--- config.mk ---
export PLATFORM = sky130hd
export DESIGN_NAME = wdt_paired_clear
export DESIGN_NICKNAME = d
export VERILOG_FILES = /design/src/rtl/wdt_pkg.sv /design/src/rtl/wdt_tick_sel.sv /design/src/rtl/wdt_clear_ctrl.sv /design/src/rtl/wdt_divider.sv /design/src/rtl/wdt_paired_clear.sv
export SDC_FILE = /design/constraint.sdc
export NUM_CORES = 1
export LEC_CHECK = 0
export ABC_AREA = 1
export BUFFER_PORTS_ARGS = -buffer_cell sky130_fd_sc_hd__buf_2
export CAP_MARGIN = 10
export CORE_MARGIN = 3
export CORE_UTILIZATION = 55
export CTS_CLUSTER_SIZE = 28
export DETAILED_ROUTE_END_ITERATION = 7
export PLACE_DENSITY = 0.79
export SKIP_CTS_REPAIR_TIMING = 1
export SYNTH_ARGS = -nofsm -noshare
export SYNTH_HDL_FRONTEND = slang
export SYNTH_HIERARCHICAL = 1
export SYNTH_SLANG_ARGS = --single-unit
--- constraint.sdc ---
create_clock -name clk -period 2 [get_ports clk]
set_input_delay 0.4 -clock clk [delete_from_list [all_inputs] [get_ports clk]]
set_output_delay 0.4 -clock clk [all_outputs]
set_load 0.02 [all_outputs]
--- src/rtl/wdt_pkg.sv ---
package wdt_pkg;
  typedef enum logic [1:0] {
    PAIR_NONE  = 2'd0,
    PAIR_SEEN1 = 2'd1,
    PAIR_SEEN2 = 2'd2
  } pair_state_e;
endpackage

--- src/rtl/wdt_tick_sel.sv ---
module wdt_tick_sel #(
  parameter int DIV_W = 2
) (
  input  logic clk,
  input  logic rst_n,
  input  logic en,
  input  logic src_sel,
  input  logic pwr_down,
  input  logic osc_tick,
  output logic cnt_tick
);
  localparam logic [DIV_W-1:0] DIV_MAX = {DIV_W{1'b1}};
  localparam logic [DIV_W-1:0] DIV_ONE = 1;

  logic [DIV_W-1:0] div_q, div_d;
  logic             run, sys_tick;

  // system clock stops in power-down, so the divider freezes
  always_comb begin
    run      = en && !pwr_down;
    div_d    = div_q;
    if (run) div_d = div_q + DIV_ONE;
    sys_tick = run && (div_q == DIV_MAX);
    cnt_tick = en && (src_sel ? sys_tick : osc_tick);
  end

  always_ff @(posedge clk or negedge rst_n) begin
    if (!rst_n) div_q <= '0;
    else        div_q <= div_d;
  end
endmodule

--- src/rtl/wdt_clear_ctrl.sv ---
module wdt_clear_ctrl
  import wdt_pkg::*;
(
  input  logic clk,
  input  logic rst_n,
  input  logic en,
  input  logic pair_mode,
  input  logic clr_single,
  input  logic clr_one,
  input  logic clr_two,
  input  logic halt_req,
  output logic sw_clr
);
  pair_state_e st_q, st_d;
  logic        pair_done;

  always_comb begin
    st_d      = st_q;
    pair_done = 1'b0;
    if (en && pair_mode) begin
      if (clr_one && clr_two) begin
        pair_done = 1'b1;
        st_d      = PAIR_NONE;
      end else begin
        unique case (st_q)
          PAIR_NONE: begin
            if (clr_one)      st_d = PAIR_SEEN1;
            else if (clr_two) st_d = PAIR_SEEN2;
          end
          PAIR_SEEN1: begin
            if (clr_two) begin
              pair_done = 1'b1;
              st_d      = PAIR_NONE;
            end
          end
          PAIR_SEEN2: begin
            if (clr_one) begin
              pair_done = 1'b1;
              st_d      = PAIR_NONE;
            end
          end
          default: st_d = PAIR_NONE;
        endcase
      end
    end
    sw_clr = en && (halt_req || (pair_mode ? pair_done : clr_single));
  end

  always_ff @(posedge clk or negedge rst_n) begin
    if (!rst_n) st_q <= PAIR_NONE;
    else        st_q <= st_d;
  end
endmodule

--- src/rtl/wdt_divider.sv ---
module wdt_divider #(
  parameter int PRE_W = 15
) (
  input  logic clk,
  input  logic rst_n,
  input  logic cnt_tick,
  input  logic clr,
  output logic timeout_evt
);
  localparam logic [PRE_W-1:0] PRE_MAX = {PRE_W{1'b1}};
  localparam logic [PRE_W-1:0] PRE_ONE = 1;

  logic [PRE_W-1:0] pre_q, pre_d;
  logic             fin_q, fin_d;
  logic             carry;

  always_comb begin
    pre_d = pre_q;
    if (cnt_tick) pre_d = pre_q + PRE_ONE;
    carry       = cnt_tick && (pre_q == PRE_MAX);
    timeout_evt = carry && fin_q && !clr;
    fin_d       = fin_q;
    if (clr)        fin_d = 1'b0;
    else if (carry) fin_d = !fin_q;
  end

  always_ff @(posedge clk or negedge rst_n) begin
    if (!rst_n) begin
      pre_q <= '0;
      fin_q <= 1'b0;
    end else begin
      pre_q <= pre_d;
      fin_q <= fin_d;
    end
  end
endmodule

--- src/rtl/wdt_paired_clear.sv ---
module wdt_paired_clear #(
  parameter int PRE_W = 15,
  parameter int DIV_W = 2
) (
  input  logic clk,
  input  logic rst_n,
  input  logic cfg_wdt_en,
  input  logic cfg_src_sel,
  input  logic cfg_pair_mode,
  input  logic osc_tick,
  input  logic pwr_down,
  input  logic clr_single,
  input  logic clr_one,
  input  logic clr_two,
  input  logic halt_req,
  output logic dev_rst,
  output logic pcsp_rst,
  output logic to_flag
);
  logic cnt_tick, sw_clr, timeout_evt;
  logic dev_rst_d, pcsp_rst_d, to_flag_d;

  wdt_tick_sel #(.DIV_W(DIV_W)) u_tick (
    .clk      (clk),
    .rst_n    (rst_n),
    .en       (cfg_wdt_en),
    .src_sel  (cfg_src_sel),
    .pwr_down (pwr_down),
    .osc_tick (osc_tick),
    .cnt_tick (cnt_tick)
  );

  wdt_clear_ctrl u_clr (
    .clk        (clk),
    .rst_n      (rst_n),
    .en         (cfg_wdt_en),
    .pair_mode  (cfg_pair_mode),
    .clr_single (clr_single),
    .clr_one    (clr_one),
    .clr_two    (clr_two),
    .halt_req   (halt_req),
    .sw_clr     (sw_clr)
  );

  wdt_divider #(.PRE_W(PRE_W)) u_div (
    .clk         (clk),
    .rst_n       (rst_n),
    .cnt_tick    (cnt_tick),
    .clr         (sw_clr),
    .timeout_evt (timeout_evt)
  );

  always_comb begin
    dev_rst_d  = timeout_evt && !pwr_down;
    pcsp_rst_d = timeout_evt && pwr_down;
    to_flag_d  = to_flag || timeout_evt;
  end

  always_ff @(posedge clk or negedge rst_n) begin
    if (!rst_n) begin
      dev_rst  <= 1'b0;
      pcsp_rst <= 1'b0;
      to_flag  <= 1'b0;
    end else begin
      dev_rst  <= dev_rst_d;
      pcsp_rst <= pcsp_rst_d;
      to_flag  <= to_flag_d;
    end
  end
endmodule

Yosys cells after proc, flatten, opt, wreduce, memory -nomap -nowiden

Cells that the tools add are included.

$add $sub $neg: 2
Eq/ne operators: 7
Mux-type cells: 15
Reduce and logical (&&, ||, !) cells: 19

Operator list:

| cell                                                                  | number |
|---|---|
| 15-bit by 1-bit adder with 15-bit output, second input constant       | 1 |
| 15-bit equality test, second input constant                           | 1 |
| 1-bit logical AND                                                     | 11 |
| 2-bit two-way mux                                                     | 5 |
| 1-bit two-way mux                                                     | 8 |
| 3-bit by 2-bit != test with 1-bit output, second input constant       | 2 |
| 2-bit case mux with 3 select lines                                    | 1 |
| 2-bit equality test, second input constant                            | 2 |
| 4-bit by 3-bit != test with 1-bit output, second input constant       | 1 |
| 4-bit AND reduction                                                   | 1 |
| 1-bit zero test                                                       | 3 |
| 2-bit by 1-bit adder with 2-bit output, second input constant         | 1 |
| 2-bit by 1-bit equality test with 1-bit output, second input constant | 1 |
| 2-bit zero test                                                       | 1 |
| 1-bit logical OR                                                      | 2 |
| 1-bit case mux with 2 select lines                                    | 1 |
| 2-bit nonzero test                                                    | 1 |

Bits in registers: 23
Input bits: 11
Output and inout port bits: 3
Word-level logic and storage cells: 50

Longest topological paths before layout

Gate-level depths: netlist of run 1.

Word-level depth: 10
Gate-level depth with buffers: 13
Mapped depth without buffers: 12

Modules after synthesis

The synthesis of run 1 kept the hierarchy.

By module, submodules not included:

| module           | instances | cells each | area each (um^2) | sequential area each (um^2) |
|---|---|---|---|---|
| wdt_divider      | 1         | 96         | 870.8            | 400.4 |
| wdt_clear_ctrl   | 1         | 36         | 232.7            | 50.0 |
| wdt_tick_sel     | 1         | 19         | 130.1            | 50.0 |
| wdt_paired_clear | 1         | 9          | 100.1            | 75.1 |

Least setup slack after synthesis of run 1

No wires, ideal clock.

Path kind: flip-flop to flip-flop
From: reg u_tick.div_q[0]
To: reg u_div.pre_q[9]
Setup time: 0.117 ns
Arrival time: 1.331 ns
Data required time: 1.883 ns
Setup slack: 0.552 ns
Stages on the path, launching flop included: 13
Buffers on the path: 1
Clock period less this slack: 1.448 ns
Cell sequence: dfrtp_1 ha_1 nand2_1 inv_1 nand2_1 nand2_1 buf_6 nand2_2 nor2_4 nand2_4 nor2_8 xor2_2 inv_1

Word-level cells in the longest chain between the ends: 4

Ends and longest elaborated chain:

| what                   | line                   | text |
|---|---|---|
| start, declared        | wdt_tick_sel.sv:15     | `logic [DIV_W-1:0] div_q, div_d;` |
| start signal, assigned | wdt_tick_sel.sv:29     | `else div_q <= div_d;` |
| 2-bit equality test    | wdt_tick_sel.sv:23     | `sys_tick = run && (div_q == DIV_MAX);` |
| 1-bit logical AND      | wdt_tick_sel.sv:23     |  |
| 1-bit two-way mux      | wdt_tick_sel.sv:24     | `cnt_tick = en && (src_sel ? sys_tick : osc_tick);` |
| 1-bit logical AND      | wdt_tick_sel.sv:24     |  |
| net cnt_tick           | wdt_paired_clear.sv:20 | `logic cnt_tick, sw_clr, timeout_evt;` |
| end signal, assigned   | wdt_divider.sv:32      | `pre_q <= pre_d;` |
| end, declared          | wdt_divider.sv:13      | `logic [PRE_W-1:0] pre_q, pre_d;` |

The timed path passes the listed nets, and every way through them passes these cells.
A chain may end at the register's enable or synchronous reset.

Worst setup path after layout of run 1

From: reg u_tick.div_q[0]
To: reg u_div.pre_q[13]

Same word-level chain as after synthesis.

==> results of run 1 <==
[routing by layer]
metal	vias up	track usage	wire (µm)	part of all wire
met3	2	0.02336	55	0.025
met5	-	0	0	0
li1	524	-	-	-
met2	13	0.2635	1078	0.49
met1	488	0.2009	1042	0.47
met4	0	0.06250	17	0.0077
[sequential cells by signal (all words and copies together), names as in the netlist]
register,flops
pcsp_rst,1
u_div/pre_q,15
u_div/fin_q,1
to_flag,1
u_tick/div_q,2
u_clr/st_q,2
dev_rst,1
[kinds of logic after synthesis]
family          share of synthesized area
flops                              0.4315
xor+xnor                          0.06473
simple gates                       0.3349
fa+ha+maj                         0.04690
compound gates                    0.03189
buf+inv                           0.09006
[layout by cell type, fill, tap and decap left out]
cell | Yosys | final
nor2_2 | 3 | 3
nand3_1 | 6 | 6
nor3_1 | 1 | 1
nor2_1 | 10 | 10
nor2_4 | 2 | 2
xor2_2 | 1 | 1
nand4_4 | 1 | 1
ha_1 | 5 | 5
nand2_2 | 5 | 5
nand3b_1 | 3 | 3
nand3_2 | 2 | 2
xnor2_1 | 4 | 4
nor2_8 | 1 | 1
inv_1 | 21 | 21
clkbuf_4 | 0 | 3
inv_2 | 8 | 8
dfrtp_1 | 23 | 23
o21ai_1 | 1 | 1
o21bai_1 | 3 | 3
clkbuf_1 | 0 | 1
nand2_1 | 45 | 45
o21ai_0 | 1 | 1
nand4_1 | 6 | 6
buf_2 | 0 | 13
xor2_1 | 4 | 4
nand2_4 | 1 | 1
a21oi_1 | 2 | 2
[report_power, final]
group          internal [mW]  total, mW  switching (mW)
Clock                 0.0777      0.210           0.132
Sequential             0.542      0.615          0.0729
Combinational          0.140      0.340           0.200
[layout make-up]
class	count	area (µm²)
Tap cell	28	35.03
Fill cell	200	805.8
Multi-Input combinational cell	107	638.1
Timing Repair Buffer	13	65.06
Clock buffer	4	26.28
Inverter	29	108.9
Sequential cell	23	575.6
[worst max-delay path: stages (launching register included)]
cell	delay, ns
dfrtp_1	0.41
ha_1	0.17
nand2_1	0.05
inv_1	0.05
nand2_1	0.04
nand2_1	0.25
nand2_2	0.11
nor2_4	0.14
nand2_4	0.09
nor2_8	0.12
nand3_1	0.08
nand2_1	0.06
nand2_1	0.05
[path summary, 6_finish.rpt]
check / start / end / slack (ns) / cells past startpoint
max: u_tick/div_q[0] / u_div/pre_q[13] / 0.27 / 12
min: rst_n / u_clr/st_q[1] / 0.04 / 1
max reg2reg: u_tick/div_q[0] / u_div/pre_q[13] / 0.27 / 12
min reg2reg: to_flag / to_flag / 0.48 / 2
max in group asynchronous: rst_n / u_div/pre_q[1] / 1.61 / 1
min in group clk: pwr_down / dev_rst / 0.29 / 2
[per-stage QoR]
step / setup slack, ns / instances / cell area, µm²
detailed placement: 0.2477 / 200 / 1423
finish: 0.2731 / 204 / 1449
floorplan: 0.5523 / 160 / 1334
global route: 0.03872 / 204 / 1449
CTS: 0.2540 / 204 / 1449
global placement: 0.3160 / 200 / 1423
==> flow_summary.ini, run 1 <==
[drt]
drt-total-wl_um = 2194
drt_iter0_drc = 20
drt_pass1_iterations = 4
vias = 1027
detail_route.vias_per_cell = 5.034
ant_nets = 0
wl_per_cell_um = 10.75
route.detailed.drc = 0

[pwr]
max-vdd-ir-drop_mv = 0.5473
total_power_mw = 1.165
powerDensity_nw_per_um2 = 803.8
leakage_nw = 0.8296

[die]
ios = 14
dieArea_um2 = 3052
initial_core_util = 0.5916
num_rows = 17
die_h_um = 55.25
core_area_um2 = 2255
die_x_um = 55.25

[synthesis]
synth_largest_area_cell = dfrtp_1
yosysWarningCount = 6
async_reset_ff_frac = 1.000
synth.most_common_cell = nand2_1
syn_area_um2 = 1334
synth-seq-cells = 23
synth.distinct_cells = 25
synth_top_area_frac = 0.4315
synthFlopType = dfrtp_1
yosys-top-cells-count = nand2_1, dfrtp_1, inv_1
syn-num-nets = 176
syn_inst = 160
ys_seq_area_frac = 0.4315
synth_area_per_cell_um2 = 8.336
ys_top_cells_by_area = dfrtp_1, nand2_1, inv_1, ha_1, nand4_1
synth_edf_count = 0

[clock_network]
clk_latency_ns = 0.30
root_buffer = clkbuf_4
cts.path.max_buffers = 2
cts_buffers = 3
cts_tree = built
cts_sinks = 23
clk_pin_slew_ns = 0.12
htreeDepth = 1

[place]
dp_hpwl_um = 1722
place_congestion = 0.7892
port_buffers = 13

[timing]
hold_viol_final = 0
min_period_over_period = 0.8635
tns_ns = 0
fin_hold_ws_ns = 0.04168
tightest_slew_ns = 0.5091
finalMaxSlewViolations = 0
setup_viol = 0
max_slew_margin = 0.6606
max_freq_ghz = 0.5791
fin_skew_ns = 0.007004
post-route-min-period_ns = 1.727
rsz0062_at_grt = no

[finish]
final_util = 0.6426
syn2layout_area_growth_pct = 8.630
antenna_cells = 0
drive_gt1_frac = 0.2273
layout.nets = 193

[run_status]
status = finished clean

[grt]
grt_pass1_vias = 1001
grt_max_degree = 24
antenna_found_initial = 0
grt-ovfl-total = 0
grt_usage = 0.1565
grt_pass1_wl_um = 3946

[job]
cap_violations = 0

[worst_hold_path]
hold_class = in -> async

[critical_path]
cp_data_arrival_time_ns = 1.93
crit_path_end_kind = flip-flop
required_ns = 2.20
crit_fanout = 9
critPathKind = reg -> reg
start_kind = flip-flop
Power figures use the tool's default switching activity.
==> run 2: changes to the inputs <==
--- a/config.mk
+++ b/config.mk
@@ -9,10 +9,10 @@
 export BUFFER_PORTS_ARGS = -buffer_cell sky130_fd_sc_hd__buf_2
 export CAP_MARGIN = 10
 export CORE_MARGIN = 3
-export CORE_UTILIZATION = 55
+export CORE_UTILIZATION = 35
 export CTS_CLUSTER_SIZE = 28
 export DETAILED_ROUTE_END_ITERATION = 7
-export PLACE_DENSITY = 0.79
+export PLACE_DENSITY = 0.56
 export SKIP_CTS_REPAIR_TIMING = 1
 export SYNTH_ARGS = -nofsm -noshare
 export SYNTH_HDL_FRONTEND = slang
==> run 2 against run 1 <==
Effect of this change:
- first-iteration DRC count down 25%
- sequential power about the same
- worst hold slack better by 0.056 ns
- critical endpoint unchanged
- largest power group unchanged
==> flow_summary.ini, run 2 (synthesized netlist as in run 1, its figures left out) <==
[grt]
antenna_found_initial = 0
top_usage_layer = met2
grt_pass1_vias = 939
use_met3 = 0.01997
grt_usage = 0.1206
grt_pass1_wl_um = 4112
grtUsageMet2 = 0.1981
grt-ovfl-total = 0
grt_max_degree = 24
use_met1 = 0.1515

[drt]
detail_route.vias_per_cell = 4.338
route.detailed.drc = 0
drt_pass1_iterations = 4
drt-total-wl_um = 2203
ant_nets = 0
drt_iter0_drc = 15
wl_per_cell_um = 9.923
vias = 963

[clock_network]
root_buffer = clkbuf_8
cts_tree = built
clk_latency_ns = 0.26
cts.path.max_buffers = 2
htreeDepth = 1
cts_buffers = 3
clk_pin_slew_ns = 0.08
cts_sinks = 23

[finish]
layout_common_cells = nand2_1, dfrtp_1, inv_1
layout.nets = 193
top_regs = u_div/pre_q: 15 flops, u_clr/st_q: 2 flops, u_tick/div_q: 2 flops
finalNonFillerCells = 222
antenna_cells = 0
syn2layout_area_growth_pct = 11.73
fin_area_um2 = 1490
layout_commonest_cell = nand2_1
fill_cells = 363
largest_reg_flops = 15
drive_gt1_frac = 0.2273
regMostFlops = u_div/pre_q

[timing]
finalMaxSlewViolations = 0
tightest_slew_ns = 0.5119
hold_viol_final = 0
setup_viol = 0
post-route-min-period_ns = 1.662
fin_ws_ns = 0.3383
fin_skew_ns = 0.004044
max_slew_margin = 0.6587
rsz0062_at_grt = no
tns_ns = 0
min_period_over_period = 0.8309
max_freq_ghz = 0.6018

[die]
die_h_um = 67.73
dieArea_um2 = 4587
num_rows = 21
core_area_um2 = 3495
initial_core_util = 0.3817
die_x_um = 67.73
ios = 14

[critical_path]
cp_data_arrival_time_ns = 1.82
path_buf_inv = 1
start_kind = flip-flop
crit_family = simple AND/OR/NAND/NOR gates
path_cells = ha_1 > nand2_1 > inv_1 > nand2_1 > nand2_1 > nand2_2 > nor2_4 > nand2_4 > nor2_8 > nand3_1 > nand2_1 > nand2_1
required_ns = 2.16
crit_top_cell = nand2_1
crit_slowest_cell = dfrtp_1
crit_path_end_kind = flip-flop
crit_fanout = 9
max_stage_delay_ns = 0.38
critPathKind = reg -> reg

[place]
port_buffers = 13
dp_hpwl_um = 1769
dp_cells = 218
detailedPlace.worstSlack_ns = 0.2320
postPlaceCellArea_um2 = 1445
place_congestion = 0.7999

[job]
cap_violations = 0

[worst_hold_path]
hold_class = in -> async

[run_status]
status = finished clean

[pwr]
max-vdd-ir-drop_mv = 0.3886
powerDensity_nw_per_um2 = 829.3
leakage_nw = 0.8374
total_power_mw = 1.236
-- run 2: layout make-up --
class                      count  area (µm²)  area share
sequential                    23       575.6      0.3862
inverter                      29       108.9     0.07305
tap                           46       57.56     0.03862
multi-input combinational    107       638.1      0.4282
clock buffer                   4       45.04     0.03023
timing repair buffer          13       65.06     0.04366
-- run 2: layer usage --
layer,vias to the layer above,wire [µm],part of all wire
met5,-,0,0
met2,8,1055,0.48
met3,4,49,0.022
met1,429,1056,0.48
li1,522,-,-
met4,0,42,0.019
-- run 2: final timing paths --
check	startpoint	to	slack [ns]	cells after the start
setup / recovery	u_tick/div_q[0]	u_div/pre_q[13]	0.34	12
max in group asynchronous	rst_n	u_div/pre_q[6]	1.55	1
hold reg to reg	to_flag	to_flag	0.45	2
setup reg to reg	u_tick/div_q[0]	u_div/pre_q[13]	0.34	12
hold / removal	rst_n	u_clr/st_q[0]	0.1	1
min in group clk	pwr_down	dev_rst	0.35	2
-- run 2: stage by stage --
stage,hold WS [ns],util
after floorplan,0.1044,-
after global placement,0.4066,0.4135
after detailed placement,0.4156,0.4135
after CTS,0.1204,0.4264
after global routing,0.1418,0.4264
final,0.09743,0.4264
-- run 2: power breakdown --
| part | total (mW) | internal, mW | switching [mW] |
|---|---|---|---|
| Clock | 0.286 | 0.142 | 0.144 |
| Sequential | 0.613 | 0.542 | 0.0707 |
| Combinational | 0.337 | 0.141 | 0.196 |
==> run 3: changes to the inputs <==
--- a/config.mk
+++ b/config.mk
@@ -12,7 +12,7 @@
 export CORE_UTILIZATION = 35
 export CTS_CLUSTER_SIZE = 28
 export DETAILED_ROUTE_END_ITERATION = 7
-export PLACE_DENSITY = 0.56
+export PLACE_DENSITY = 0.58
 export SKIP_CTS_REPAIR_TIMING = 1
 export SYNTH_ARGS = -nofsm -noshare
 export SYNTH_HDL_FRONTEND = slang
==> constraint.sdc (replaced) <==
create_clock -name clk -period 1.38 [get_ports clk]
set_input_delay 0.276 -clock clk [delete_from_list [all_inputs] [get_ports clk]]
set_output_delay 0.276 -clock clk [all_outputs]
set_load 0.02 [all_outputs]
==> run 3 against run 2 <==
Effect of this change:
- the flow now finishes with violations (hold timing, setup timing)
- worst hold slack lost 0.12 ns
- global-route usage grew 0.35 points
- critical path depth shrank 1
- combinational power grew 72%
- die area is the same
- sequential power grew 43%
- via count grew 7.1%
- register-to-register slack lost 0.40 ns
- final cell count grew 6.3%
- non-clock buffer count grew 14
- routed wire length grew 6.8%
==> flow_summary.ini, run 3 (synthesized netlist as in run 1, its figures left out) <==
[critical_path]
required_ns = 1.59
ff2ff_path_depth = 11
path_cells = ha_1 > nand2_1 > inv_1 > nand2_1 > nand2_2 > nand4_1 > nor2_2 > nand3_2 > nor2_2 > inv_1 > nor2_2
crit_slowest_cell = dfrtp_1
r2r_slack_ns = -0.06
crit_top_cell = nor2_2
rr_startpoint = u_tick/div_q[0]
critPathKind = reg -> reg
cp_data_arrival_time_ns = 1.65
start_kind = flip-flop
crit_fanout = 3
max_stage_delay_ns = 0.36
reg2reg_to = dev_rst
crit_path_end_kind = flip-flop

[timing]
post-route-min-period_ns = 1.437
finalMaxSlewViolations = 0
rsz0062_at_grt = yes
fin_ws_ns = -0.05711
tightest_slew_ns = 0.5226
min_period_over_period = 1.041
fin_skew_ns = 0.001712
setup_viol = 13
tns_ns = -0.4328
hold_viol_final = 23
max_freq_ghz = 0.6958
max_slew_margin = 0.6516
fin_hold_ws_ns = -0.02505

[finish]
fin_area_um2 = 1632
drive_gt1_frac = 0.3316
antenna_cells = 0
layout.nets = 207
layout_common_cells = nand2_1, dfrtp_1, inv_1
top_regs = u_div/pre_q: 15 flops, u_clr/st_q: 2 flops, u_tick/div_q: 2 flops
finalNonFillerCells = 236
regMostFlops = u_div/pre_q
syn2layout_area_growth_pct = 22.33
final_util = 0.4669
fill_cells = 327
layout_commonest_cell = nand2_1
largest_reg_flops = 15
multi_input_area_um2 = 673.1
seq_area_um2 = 575.6

[die]
dieArea_um2 = 4587
num_rows = 21
ios = 14
die_x_um = 67.73
initial_core_util = 0.3817
core_area_um2 = 3495
die_h_um = 67.73

[place]
place_congestion = 0.7966
postPlaceCellArea_um2 = 1520
dp_cells = 228
dp_hpwl_um = 1843
detailedPlace.worstSlack_ns = -0.08712
port_buffers = 13

[grt]
grt_pass1_vias = 1038
grt_max_degree = 24
grt_usage = 0.1241
grt_pass1_wl_um = 4284
antenna_found_initial = 0
grt-ovfl-total = 0

[job]
cap_violations = 0

[pwr]
powerDensity_nw_per_um2 = 1147
leakage_nw = 0.9093
total_power_mw = 1.872
max-vdd-ir-drop_mv = 0.6891

[drt]
wl_per_cell_um = 9.966
vias = 1031
drt_pass1_iterations = 4
ant_nets = 0
drt-total-wl_um = 2352
drt_iter0_drc = 40
detail_route.vias_per_cell = 4.369
route.detailed.drc = 0

[clock_network]
cts_sinks = 23
root_buffer = clkbuf_8
cts_buffers = 3
clk_latency_ns = 0.27
cts.path.max_buffers = 2
clk_pin_slew_ns = 0.08
htreeDepth = 1
cts_tree = built

[worst_hold_path]
hold_class = in -> async

[run_status]
status = finished with violations
failed_checks = hold timing, setup timing
run 3: cell types whose count changed in the layout (fill, tap and decap cells not counted), sizes merged:
cell    delta
clkbuf     -1
buf       +14
clkinv     +1
run 3: cell type report:
cell class,count,area share
Sequential cell,23,0.3528
Multi-Input combinational cell,107,0.4126
Clock buffer,3,0.02531
Clock inverter,1,0.003067
Inverter,29,0.06672
Tap cell,46,0.03528
Timing Repair Buffer,27,0.1043
run 3: worst max path at each step:
| stage | startpoint | slack, ns | to | cells past startpoint |
|---|---|---|---|---|
| 2_1_floorplan | u_tick/div_q[0] | -0.07 | u_div/pre_q[9] | 12 |
| 3_3_place_gp | u_tick/div_q[0] | -0.02 | u_div/pre_q[14] | 11 |
| 3_5_place_dp | u_tick/div_q[0] | -0.09 | u_div/pre_q[9] | 11 |
| 4_1_cts | u_tick/div_q[0] | -0.10 | dev_rst | 11 |
| 5_1_grt | u_tick/div_q[1] | -0.21 | u_div/pre_q[9] | 11 |
| 6_report | u_tick/div_q[0] | -0.06 | dev_rst | 11 |
run 3: metal layers:
layer  track usage  vias to the layer above  routed length [µm]
met2        0.1956                       15                1108
met5             0                        -                   0
li1              -                      548                   -
met4       0.07848                        0                  59
met1        0.1546                      463                1121
met3       0.02329                        5                  63
run 3: critical path, delay by kind of cell, from the launching register on:
kind                       cells  cell delay [ns]
adders and majority gates      1             0.16
and+or+nand+nor                8             0.76
DFF                            1             0.36
buffers and inverters          2             0.11
run 3: where the power goes:
group	internal, mW	total, mW	switching (mW)
logic	0.261	0.578	0.317
clock network	0.202	0.420	0.219
registers	0.786	0.874	0.0882
total	1.25	1.87	0.624
